### config.mk
export PLATFORM = sky130hd
export DESIGN_NAME = wpr_regbank
export DESIGN_NICKNAME = d
export VERILOG_FILES = /design/src/rtl/wpr_pkg.sv /design/src/rtl/wpr_guard.sv /design/src/rtl/wpr_flags.sv /design/src/rtl/wpr_regbank.sv
export SDC_FILE = /design/constraint.sdc
export NUM_CORES = 1
export LEC_CHECK = 0
export BUFFER_PORTS_ARGS = -buffer_cell sky130_fd_sc_hd__buf_4
export CORE_MARGIN = 5
export CORE_UTILIZATION = 38
export CTS_BUF_LIST = sky130_fd_sc_hd__clkbuf_8
export DETAILED_ROUTE_END_ITERATION = 10
export SLEW_MARGIN = 20
export SYNTH_ARGS = -nofsm -noshare
export SYNTH_HDL_FRONTEND = slang
export SYNTH_SLANG_ARGS = --single-unit
### constraint.sdc
create_clock -name clk -period 5.7 [get_ports clk]
set_input_delay 0.855 -clock clk [delete_from_list [all_inputs] [get_ports clk]]
set_output_delay 0.855 -clock clk [all_outputs]
set_load 0.01 [all_outputs]
### src/rtl/wpr_pkg.sv
package wpr_pkg;
  localparam int unsigned NLOCK    = 3;
  localparam int unsigned ADR_CFGA = 0;
  localparam int unsigned ADR_CFGB = 1;
  localparam int unsigned ADR_IEN  = 2;
  localparam int unsigned ADR_IFLG = 3;
  localparam int unsigned ADR_STAT = 4;
endpackage

### src/rtl/wpr_guard.sv
module wpr_guard
  import wpr_pkg::*;
#(
  parameter int unsigned AW = 4
) (
  input  logic             wr,
  input  logic [AW-1:0]    addr,
  input  logic [NLOCK-1:0] lock,
  input  logic             halted,
  input  logic             dbg,
  output logic [NLOCK-1:0] we_lk,
  output logic             we_flg,
  output logic             blocked
);
  logic bypass;

  always_comb begin
    bypass  = halted | dbg;
    we_lk   = '0;
    blocked = 1'b0;
    for (int i = 0; i < NLOCK; i++) begin
      if (wr && (addr == AW'(i))) begin
        if (lock[i] && !bypass) blocked  = 1'b1;
        else                    we_lk[i] = 1'b1;
      end
    end
    we_flg = wr && (addr == AW'(ADR_IFLG));
  end
endmodule

### src/rtl/wpr_flags.sv
module wpr_flags #(
  parameter int unsigned N = 8
) (
  input  logic         clk,
  input  logic         rst_n,
  input  logic [N-1:0] stat_in,
  input  logic         clr_we,
  input  logic [N-1:0] clr_mask,
  input  logic [N-1:0] ien,
  output logic [N-1:0] stat_q,
  output logic [N-1:0] flags,
  output logic         irq
);
  logic [N-1:0] stat_prev;
  logic [N-1:0] rise;
  logic [N-1:0] clr;
  logic [N-1:0] flags_d;

  always_comb begin
    rise    = stat_q & ~stat_prev;
    clr     = clr_we ? clr_mask : '0;
    flags_d = (flags & ~clr) | rise;
    irq     = |(flags & ien);
  end

  always_ff @(posedge clk or negedge rst_n) begin
    if (!rst_n) begin
      stat_q    <= '0;
      stat_prev <= '0;
      flags     <= '0;
    end else begin
      stat_q    <= stat_in;
      stat_prev <= stat_q;
      flags     <= flags_d;
    end
  end

  // a set pulse always lands, even against a clear
  a_r9_set_wins: assert property (@(posedge clk) disable iff (!rst_n)
    (rise != '0) |=> ((flags & $past(rise)) == $past(rise)));

  // a flag bit only rises on a detected edge
  a_r8_no_spurious_set: assert property (@(posedge clk) disable iff (!rst_n)
    (rise == '0) |=> ((flags & ~$past(flags)) == '0));

  // a cleared bit without an edge drops
  a_r9_clear_drops: assert property (@(posedge clk) disable iff (!rst_n)
    (clr_we && rise == '0) |=> ((flags & $past(clr_mask)) == '0));
endmodule

### src/rtl/wpr_regbank.sv
module wpr_regbank
  import wpr_pkg::*;
#(
  parameter int unsigned AW    = 4,
  parameter int unsigned DW    = 32,
  parameter int unsigned NSTAT = 8
) (
  input  logic             clk,
  input  logic             rst_n,
  input  logic             bus_wr,
  input  logic             bus_rd,
  input  logic [AW-1:0]    bus_addr,
  input  logic [DW-1:0]    bus_wdata,
  input  logic             bus_src_dbg,
  input  logic             cpu_halted,
  input  logic [NLOCK-1:0] wp_lock,
  input  logic             standby,
  input  logic [NSTAT-1:0] stat_in,
  output logic [DW-1:0]    bus_rdata,
  output logic             bus_err,
  output logic             irq,
  output logic             wake
);
  logic             rst_meta, rst_s;
  logic [NLOCK-1:0] we_lk;
  logic             we_flg, blocked;
  logic [DW-1:0]    cfga, cfga_d, cfgb, cfgb_d;
  logic [NSTAT-1:0] ien, ien_d;
  logic [NSTAT-1:0] stat_q, flags;
  logic             irq_int;
  logic [DW-1:0]    rd_mux, rdata_d;

  // reset: asserted asynchronously, released on the clock
  always_ff @(posedge clk or negedge rst_n) begin
    if (!rst_n) begin
      rst_meta <= 1'b0;
      rst_s    <= 1'b0;
    end else begin
      rst_meta <= 1'b1;
      rst_s    <= rst_meta;
    end
  end

  wpr_guard #(.AW(AW)) u_guard (
    .wr      (bus_wr),
    .addr    (bus_addr),
    .lock    (wp_lock),
    .halted  (cpu_halted),
    .dbg     (bus_src_dbg),
    .we_lk   (we_lk),
    .we_flg  (we_flg),
    .blocked (blocked)
  );

  wpr_flags #(.N(NSTAT)) u_flags (
    .clk      (clk),
    .rst_n    (rst_s),
    .stat_in  (stat_in),
    .clr_we   (we_flg),
    .clr_mask (bus_wdata[NSTAT-1:0]),
    .ien      (ien),
    .stat_q   (stat_q),
    .flags    (flags),
    .irq      (irq_int)
  );

  always_comb begin
    cfga_d = we_lk[ADR_CFGA] ? bus_wdata : cfga;
    cfgb_d = we_lk[ADR_CFGB] ? bus_wdata : cfgb;
    ien_d  = we_lk[ADR_IEN]  ? bus_wdata[NSTAT-1:0] : ien;
    case (bus_addr)
      AW'(ADR_CFGA): rd_mux = cfga;
      AW'(ADR_CFGB): rd_mux = cfgb;
      AW'(ADR_IEN):  rd_mux = DW'(ien);
      AW'(ADR_IFLG): rd_mux = DW'(flags);
      AW'(ADR_STAT): rd_mux = DW'(stat_q);
      default:       rd_mux = '0;
    endcase
    rdata_d = bus_rd ? rd_mux : bus_rdata;
    irq     = irq_int;
    wake    = irq_int & standby;
  end

  always_ff @(posedge clk or negedge rst_s) begin
    if (!rst_s) begin
      cfga      <= '0;
      cfgb      <= '0;
      ien       <= '0;
      bus_rdata <= '0;
      bus_err   <= 1'b0;
    end else begin
      cfga      <= cfga_d;
      cfgb      <= cfgb_d;
      ien       <= ien_d;
      bus_rdata <= rdata_d;
      bus_err   <= blocked;
    end
  end

  // a locked CPU write keeps the word and answers with an error
  a_r3_locked_hold: assert property (@(posedge clk) disable iff (!rst_s)
    (bus_wr && bus_addr == AW'(ADR_CFGA) && wp_lock[ADR_CFGA] && !cpu_halted && !bus_src_dbg)
      |=> (bus_err && cfga == $past(cfga)));

  // an error always follows a write
  a_r3_err_cause: assert property (@(posedge clk) disable iff (!rst_s)
    bus_err |-> $past(bus_wr));

  // debug halt lifts every lock
  a_r5_halt_no_err: assert property (@(posedge clk) disable iff (!rst_s)
    (bus_wr && cpu_halted) |=> !bus_err);

  // debugger-sourced writes pass
  a_r6_dbg_no_err: assert property (@(posedge clk) disable iff (!rst_s)
    (bus_wr && bus_src_dbg) |=> !bus_err);

  // flag register writes never fault
  a_r4_flag_no_err: assert property (@(posedge clk) disable iff (!rst_s)
    (bus_wr && bus_addr == AW'(ADR_IFLG)) |=> !bus_err);

  // wake only under standby with a pending interrupt
  a_r11_wake: assert property (@(posedge clk) disable iff (!rst_s)
    wake |-> (standby && irq));
endmodule

==> flow_metrics.tcl, run 1 <==
set metrics [dict create \
    slew_viol_final 0 \
    synth_most_common_cell "dfrtp_1" \
    htreeDepth 4 \
    final_hold_viol_count 0 \
    initial_core_util 0.392 \
    detail_route.iter0.violations 240 \
    die_area_mm2 0.0169 \
    relSlewSlack 0.318 \
    antenna_found_initial 0 \
    ys_warn_count 0 \
    cp_max_fo 3 \
    end_kind "primary output" \
    cp-start-kind "register" \
    synth_common_cells "dfrtp_1, mux2_2, inv_1" \
    dp_slack_ns 2.66 \
    yosysSeqAreaShare 0.598 \
    viasPerCell 5.26 \
    areaGrowthSynthToFinish_pct 22.9 \
    hold-worst-slack_ns 0.167 \
    worst_ep_required_time_ns 4.85 \
    clock_latency_ns 0.45 \
    fmax_mhz 375 \
    clk_path_buf_depth 2 \
    powerDensity_mw_per_mm2 331 \
    setup_tns_ns 0 \
    syn_nets 448 \
    ioPinCount 89 \
    place_congestion 0.750 \
    max_cap_violations 0 \
    syn_area_mm2 0.00548 \
    period_minus_slack_ns 2.67 \
    wl_um 12900 \
    dp_hpwl_um 8170 \
    grt_max_degree 77 \
    cts.sinks 131 \
    finalSetupViolCount 0 \
    vias 3574 \
    grt_pass1_vias 3725 \
    cts_tree "yes" \
    first_pass_iters 4 \
    finalClockSkew_ns 0.00945 \
    synth_top_cell_by_area "dfrtp_1" \
    path_class "register to primary output" \
    diodes 0 \
    path_clk_slew_ns 0.08 \
    dieHeight_um 130 \
    synth.top_cell.area_share 0.598 \
    ys_types 33 \
    tightestPinTransition_ns 1.02 \
    setup_slack_ns 3.03 \
    outcome "finished clean" \
    async_reset_ff_frac 1.00 \
    cp.arrival_ns 1.81 \
    reg2regPathDepth 2 \
    hold_path.class "input port to async pin" \
    drive_gt1_frac 0.429 \
    fin_crit_sh 0.468 \
    grt_pass1_wl_um 20900 \
    cts_setup_buffers 0 \
    r2r_slack_ns 4.06 \
    cts_resized 0 \
    cts_made_buffers 17 \
    portBuffers 88 \
    wire_per_inst_um 19.0 \
    ir_drop_v 0.000202 \
    p_leak_uw 0.00300 \
    synth_ff_type "dfrtp_1" \
    finalNetCount 540 \
    grtUsageTotal 0.163 \
    rows 43 \
    grt_remaining_overflow 0 \
    rsz0062_at_grt "false" \
    root_buffer "clkbuf_8" \
    core_mm2 0.0140 \
    synth.area.top_cells "dfrtp_1, mux2_2, mux2_4" \
    holdBufCountCts 0 \
    ys_seq_elements 131 \
    die_w_um 130 \
    synth.avg_cell_area_um2 13.9 \
    synth-edff-count 0 \
    drc 0 \
    ant_nets 0 \
    syn_inst 394 \
]
==> worst max-delay path, cell delays in order, from the launching register on <==
cell and delay (ns):
dfrtp_1 0.40, a22o_1 0.25, a221oi_1 0.38, nand3_1 0.15
buf_4 0.18
==> final timing paths <==
path,start,to
min in group clk,rst_meta,rst_s
worst max register to register,rst_s,u_flags.stat_q[5]
worst min register to register,rst_s,cfga[30]
max in group asynchronous,rst_s,u_flags.stat_q[5]
worst max-delay path,ien[1],irq
worst min-delay path,rst_n,rst_s
==> per-layer routing <==
metal / up-vias / global-route usage / wire [um]
met5: - / 0 / 0
met4: 0 / 0.0568 / 195
met3: 19 / 0.0495 / 755
met2: 90 / 0.248 / 6100
met1: 1836 / 0.221 / 5870
li1: 1629 / - / -
==> power breakdown <==
group          leakage (uW)  switching, uW  total [uW]  internal, uW
Sequential          0.00163           84.1        1150          1070
Clock              0.000209            371         781           410
Combinational       0.00117            113         293           181
==> state kept, by name, indices dropped and copies added, names as in the netlist, 8 cells and up <==
| register | count |
|---|---|
| bus_rdata | 32 |
| cfga | 32 |
| cfgb | 32 |
| ien | 8 |
| u_flags.flags | 8 |
| u_flags.stat_prev | 8 |
| u_flags.stat_q | 8 |
==> final cells by class <==
cell class	instances	area (um2)
inverter	38	143
fill	1290	7260
tap	180	225
multi-input combinational	202	1950
sequential	131	3280
timing repair buffer	96	733
clock buffer	19	262
clock inverter	13	134
==> metrics by stage <==
| step | util | power (uW) | std cells | cell area (um2) |
|---|---|---|---|---|
| after detailed placement | 0.451 | 1460 | 646 | 6310 |
| after CTS | 0.479 | 2250 | 678 | 6700 |
| after global placement | 0.451 | 1450 | 646 | 6310 |
| final | 0.481 | 2230 | 679 | 6730 |
| after global routing | 0.481 | 2330 | 679 | 6730 |
| after floorplan | - | 1350 | 394 | 5480 |
==> kinds of logic (layout without fill, tap and decap cells) <==
group / Yosys count / count (layout) / share of synthesized area
DFF: 131 / 131 / 0.598
muxes: 88 / 88 / 0.193
AOI/OAI and AO/OA: 82 / 82 / 0.121
buffers and inverters: 61 / 166 / 0.0523
and+or+nand+nor: 31 / 31 / 0.0343
other: 1 / 1 / 0.000684
==> layout by cell type, fill, tap and decap left out, types with 2 or more instances in the layout <==
cell       synthesis  routed
dfrtp_1          131     130
buf_4              0      95
mux2_2            57      57
inv_1             38      38
a22oi_1           34      34
o22ai_1           24      24
mux2_4            20      20
clkbuf_8           0      19
nand3_1           11      11
a22o_1             9       9
o221ai_1           8       8
mux2i_1            7       7
nand2b_1           7       7
clkinv_2           0       6
mux2_1             4       4
clkinv_4           0       4
a2111oi_4          3       3
nor2_1             2       2
and2b_1            2       2
bufinv_16          0       2
No activity file was read; power rests on OpenSTA's default activity.
==> run 2: changes to the inputs <==
--- a/config.mk
+++ b/config.mk
@@ -5,6 +5,7 @@
 export SDC_FILE = /design/constraint.sdc
 export NUM_CORES = 1
 export LEC_CHECK = 0
+export ABC_AREA = 1
 export BUFFER_PORTS_ARGS = -buffer_cell sky130_fd_sc_hd__buf_4
 export CORE_MARGIN = 5
 export CORE_UTILIZATION = 38
==> constraint.sdc (replaced) <==
create_clock -name clk -period 2.3 [get_ports clk]
set_input_delay 0.345 -clock clk [delete_from_list [all_inputs] [get_ports clk]]
set_output_delay 0.345 -clock clk [all_outputs]
set_load 0.01 [all_outputs]
==> flow_metrics.tcl, run 2 <==
set metrics [dict create \
    layout.cells.non_filler 946 \
    tightestPinTransition_ns 0.870 \
    cts_made_buffers 17 \
    cts.sinks 131 \
    multi_input_comb_area_mm2 0.00200 \
    finalSetupViolCount 0 \
    finalClockSkew_ns 0.0101 \
    max_stage_delay_ns 0.40 \
    synth_most_common_cell "nand2_1" \
    reg_top3 "bus_rdata: 32 flops, cfga: 32 flops, cfgb: 32 flops" \
    drc 0 \
    path_clk_slew_ns 0.07 \
    initial_core_util 0.390 \
    dp_hpwl_um 8970 \
    htreeDepth 4 \
    setup_tns_ns 0 \
    fin_crit_sh 0.792 \
    ys_warn_count 0 \
    root_buffer "clkbuf_8" \
    dp_slack_ns 0.230 \
    cts_setup_buffers 0 \
    synth_common_cells "nand2_1, dfrtp_1, nand3_1" \
    synth_ff_type "dfrtp_1" \
    ir_drop_v 0.000340 \
    core_mm2 0.0146 \
    syn_area_mm2 0.00570 \
    fin_area_mm2 0.00693 \
    placedCellCount 907 \
    hold-worst-slack_ns 0.166 \
    placed_cell_area_mm2 0.00651 \
    relSlewSlack 0.419 \
    synth.area.top_cells "dfrtp_1, nand2_1, nand3_1" \
    powerDensity_mw_per_mm2 758 \
    critPathBufInv 1 \
    p_leak_uw 0.00373 \
    die_w_um 133 \
    grt_max_degree 65 \
    wire_per_inst_um 14.5 \
    portBuffers 88 \
    wl_um 13700 \
    antenna_found_initial 0 \
    final_hold_viol_count 0 \
    r2r_slack_ns 1.26 \
    yosysSeqAreaShare 0.575 \
    max_cap_violations 0 \
    ys_seq_elements 131 \
    path_cells "a22o_1 > nor2_1 > a21boi_0 > buf_4" \
    grt_pass1_vias 4631 \
    die_area_mm2 0.0176 \
    place_congestion 0.830 \
    crit_family "flip-flops" \
    synth_top_cell_by_area "dfrtp_1" \
    cp.arrival_ns 1.48 \
    detail_route.iter0.violations 359 \
    syn_inst 659 \
    synth.avg_cell_area_um2 8.66 \
    clk_path_buf_depth 2 \
    holdBufCountCts 9 \
    layout_common_cells "nand2_1, dfrtp_1, buf_4" \
    diodes 0 \
    seqCellArea_mm2 0.00328 \
    grt_remaining_overflow 0 \
    cp-start-kind "register" \
    drive_gt1_frac 0.206 \
    cts_resized 0 \
    fill_cells 1430 \
    period_minus_slack_ns 1.82 \
    setup_slack_ns 0.478 \
    final_common_cell "nand2_1" \
    outcome "finished clean" \
    async_reset_ff_frac 1.00 \
    ys_types 25 \
    first_pass_iters 5 \
    grtUsageTotal 0.163 \
    path_class "register to primary output" \
    finalNetCount 805 \
    synth-edff-count 0 \
    synth.top_cell.area_share 0.575 \
    dieHeight_um 133 \
    worst_ep_required_time_ns 1.96 \
    ioPinCount 89 \
    grt_pass1_wl_um 23100 \
    cp_max_fo 3 \
    areaGrowthSynthToFinish_pct 21.5 \
    syn_nets 713 \
    cts_tree "yes" \
    clock_latency_ns 0.44 \
    rsz0062_at_grt "false" \
    slowest_stage "dfrtp_1" \
    rows 44 \
    vias 4647 \
    slew_viol_final 0 \
    ant_nets 0 \
    hold_path.class "input port to register" \
    end_kind "primary output" \
    fmax_mhz 549 \
    viasPerCell 4.91 \
]
==> run 2: cell types whose count changed in the layout (fill, tap and decap cells not counted), sizes merged, moves of 3 or more <==
| cell | before | now |
|---|---|---|
| nand2 | 1 | 257 |
| nand3 | 11 | 60 |
| nor2 | 2 | 24 |
| nand2b | 7 | 0 |
| o21ai | 1 | 88 |
| a22o | 9 | 1 |
| inv | 39 | 61 |
| o221ai | 8 | 0 |
| dlygate4sd3 | 0 | 9 |
| a2111oi | 3 | 0 |
| mux2 | 81 | 0 |
| mux2i | 7 | 0 |
| a22oi | 34 | 0 |
| o22ai | 24 | 0 |
==> run 2: final timing paths <==
| kind | cells past startpoint | from | endpoint |
|---|---|---|---|
| min in group asynchronous | 2 | rst_n | rst_s |
| setup / recovery | 4 | ien[7] | wake |
| max in group asynchronous | 1 | rst_s | cfga[10] |
| hold / removal | 3 | bus_wdata[24] | cfgb[24] |
| hold reg to reg | 0 | rst_meta | rst_s |
| setup reg to reg | 1 | rst_s | cfga[10] |
==> run 2: power by group <==
group / switching, uW / internal (uW)
clock: 836 / 869
combinational: 396 / 327
sequential: 199 / 2630
total: 1430 / 3820
==> run 2: cell families (layout without fill, tap and decap cells) <==
group,after synthesis,after routing,share of synthesized area
flops,131,131,0.575
other cells,1,1,0.000657
compound gates,91,91,0.0959
simple gates,344,344,0.253
buf+inv,92,195,0.0757
==> run 2: stage by stage <==
step                power, uW   util
floorplan                3290      -
global placement         3550  0.444
detailed placement       3590  0.444
CTS                      5330  0.473
global route             5540  0.473
finish                   5250  0.473
==> run 2: cell type report <==
cell class / count / share of cell area
clock buffers: 19 / 0.0377
clock inverters: 11 / 0.0108
inverters: 59 / 0.0327
multi-input cells: 436 / 0.289
flip-flops and latches: 131 / 0.473
well taps: 184 / 0.0332
repair buffers: 106 / 0.123
==> run 2: layer usage <==
layer	vias up	share of wire	track usage	wire length [um]
met1	2234	0.45	0.219	6120
met5	-	0	0	0
met3	19	0.059	0.0391	809
li1	2259	-	-	-
met2	135	0.48	0.254	6520
met4	0	0.017	0.0658	231
==> run 3: changes to the inputs <==
==> constraint.sdc (replaced) <==
create_clock -name clk -period 1.6 [get_ports clk]
set_input_delay 0.24 -clock clk [delete_from_list [all_inputs] [get_ports clk]]
set_output_delay 0.24 -clock clk [all_outputs]
set_load 0.01 [all_outputs]
==> flow_metrics.tcl, run 3 (synthesis results as in run 2) <==
set metrics [dict create \
    rows 44 \
    finalNetCount 814 \
    grt_pass1_vias 4666 \
    portBuffers 88 \
    cp.arrival_ns 1.41 \
    worst_ep_required_time_ns 1.36 \
    grtUsageTotal 0.161 \
    violations "negative setup slack" \
    p_leak_uw 0.00379 \
    first_pass_iters 5 \
    rr_endpoint "bus_rdata[7]" \
    detail_route.iter0.violations 350 \
    ir_drop_v 0.000479 \
    drive_gt1_frac 0.222 \
    diodes 0 \
    hold_path.class "input port to register" \
    finalClockSkew_ns 0.00606 \
    end_kind "primary output" \
    cts.sinks 131 \
    slew_viol_final 0 \
    cts_made_buffers 17 \
    rr_startpoint "u_flags.flags[7]" \
    dp_hpwl_um 9160 \
    setup_slack_ns -0.0484 \
    reg_top3 "bus_rdata: 32 flops, cfga: 32 flops, cfgb: 32 flops" \
    fill_cells 1420 \
    vias 4638 \
    die_area_mm2 0.0176 \
    clock_latency_ns 0.43 \
    min_from "bus_wdata[14]" \
    final_hold_viol_count 0 \
    core_mm2 0.0146 \
    ioPinCount 89 \
    wl_um 13600 \
    layout.cells.non_filler 956 \
    min_to "cfgb[14]" \
    initial_core_util 0.390 \
    hold-worst-slack_ns 0.0746 \
    viasPerCell 4.85 \
    layout_common_cells "nand2_1, dfrtp_1, buf_4" \
    areaGrowthSynthToFinish_pct 24.5 \
    clk_path_buf_depth 2 \
    place_congestion 0.778 \
    antenna_found_initial 0 \
    root_buffer "clkbuf_8" \
    cts_tree "yes" \
    period_minus_slack_ns 1.65 \
    finalSetupViolCount 2 \
    placedCellCount 914 \
    path_clk_slew_ns 0.07 \
    fin_crit_sh 1.03 \
    rsz0062_at_grt "true" \
    fmax_mhz 607 \
    grt_remaining_overflow 0 \
    path_class "register to primary output" \
    reg2regPathDepth 7 \
    wire_per_inst_um 14.2 \
    holdPathStages 3 \
    dp_slack_ns 0.0373 \
    outcome "finished with violations" \
    cp_max_fo 2 \
    powerDensity_mw_per_mm2 1090 \
    grt_max_degree 67 \
    r2r_slack_ns 0.60 \
    htreeDepth 4 \
    max_cap_violations 0 \
    cp-start-kind "register" \
    die_w_um 133 \
    final_common_cell "nand2_1" \
    dieHeight_um 133 \
    setup_tns_ns -0.0781 \
    grt_pass1_wl_um 23000 \
    ant_nets 0 \
    drc 0 \
]
## run 3: what timing repair did
| action | in CTS | in global routing |
|---|---|---|
| setup buffers | 2 | 0 |
| gates cloned | 0 | 0 |
| gates resized for setup | 3 | 0 |
| pin swaps | 1 | 1 |
| endpoints found under the hold margin | 10 | 0 |
| endpoints found under the setup margin | 2 | 2 |
| hold buffers | 9 | 0 |
## run 3: routing by layer
layer / routed length (um) / part of all wire / global-route usage
met1: 6200 / 0.46 / 0.215
met2: 6460 / 0.47 / 0.253
met4: 172 / 0.013 / 0.0548
met5: 0 / 0 / 0
met3: 767 / 0.056 / 0.0459
## run 3: where the power goes
group,internal [uW],total (uW),switching (uW),leakage [uW]
combinational,502,1110,611,0.00194
sequential,3780,4030,256,0.00165
clock,1410,2630,1220,0.000194
## run 3: layout make-up
class                      count  area, um2  area share
tap                          184        230      0.0324
sequential                   131       3280       0.462
clock buffer                  22        303      0.0426
inverter                      59        226      0.0319
clock inverter                 9       80.1      0.0113
multi-input combinational    436       2000       0.282
timing repair buffer         115        977       0.138
## run 3: worst max-delay path, stage by stage, from the launching register on
cell and delay, ns:
dfrtp_1 0.40, a22o_1 0.22, nor2_2 0.13, a21boi_1 0.08, buf_4 0.14
## run 3: worst max-delay path by stage
| stage | from | endpoint | slack (ns) | depth (start not counted) |
|---|---|---|---|---|
| CTS | ien[7] | wake | -0.09 | 4 |
| detailed placement | bus_addr[3] | u_flags.flags[5] | 0.04 | 5 |
| finish | u_flags.flags[7] | wake | -0.05 | 4 |
| global placement | bus_src_dbg | cfgb[23] | 0.09 | 7 |
| floorplan | rst_s | bus_err | 0.21 | 0 |
| global route | u_flags.flags[7] | wake | -0.14 | 4 |
## run 3: through the flow
| stage | power, uW | utilization | area (um2) |
|---|---|---|---|
| final | 7780 | 0.485 | 7100 |
| after global routing | 8240 | 0.485 | 7100 |
| after CTS | 7870 | 0.485 | 7100 |
| after detailed placement | 5180 | 0.451 | 6610 |
| after global placement | 5130 | 0.451 | 6610 |
| after floorplan | 4730 | - | 5710 |
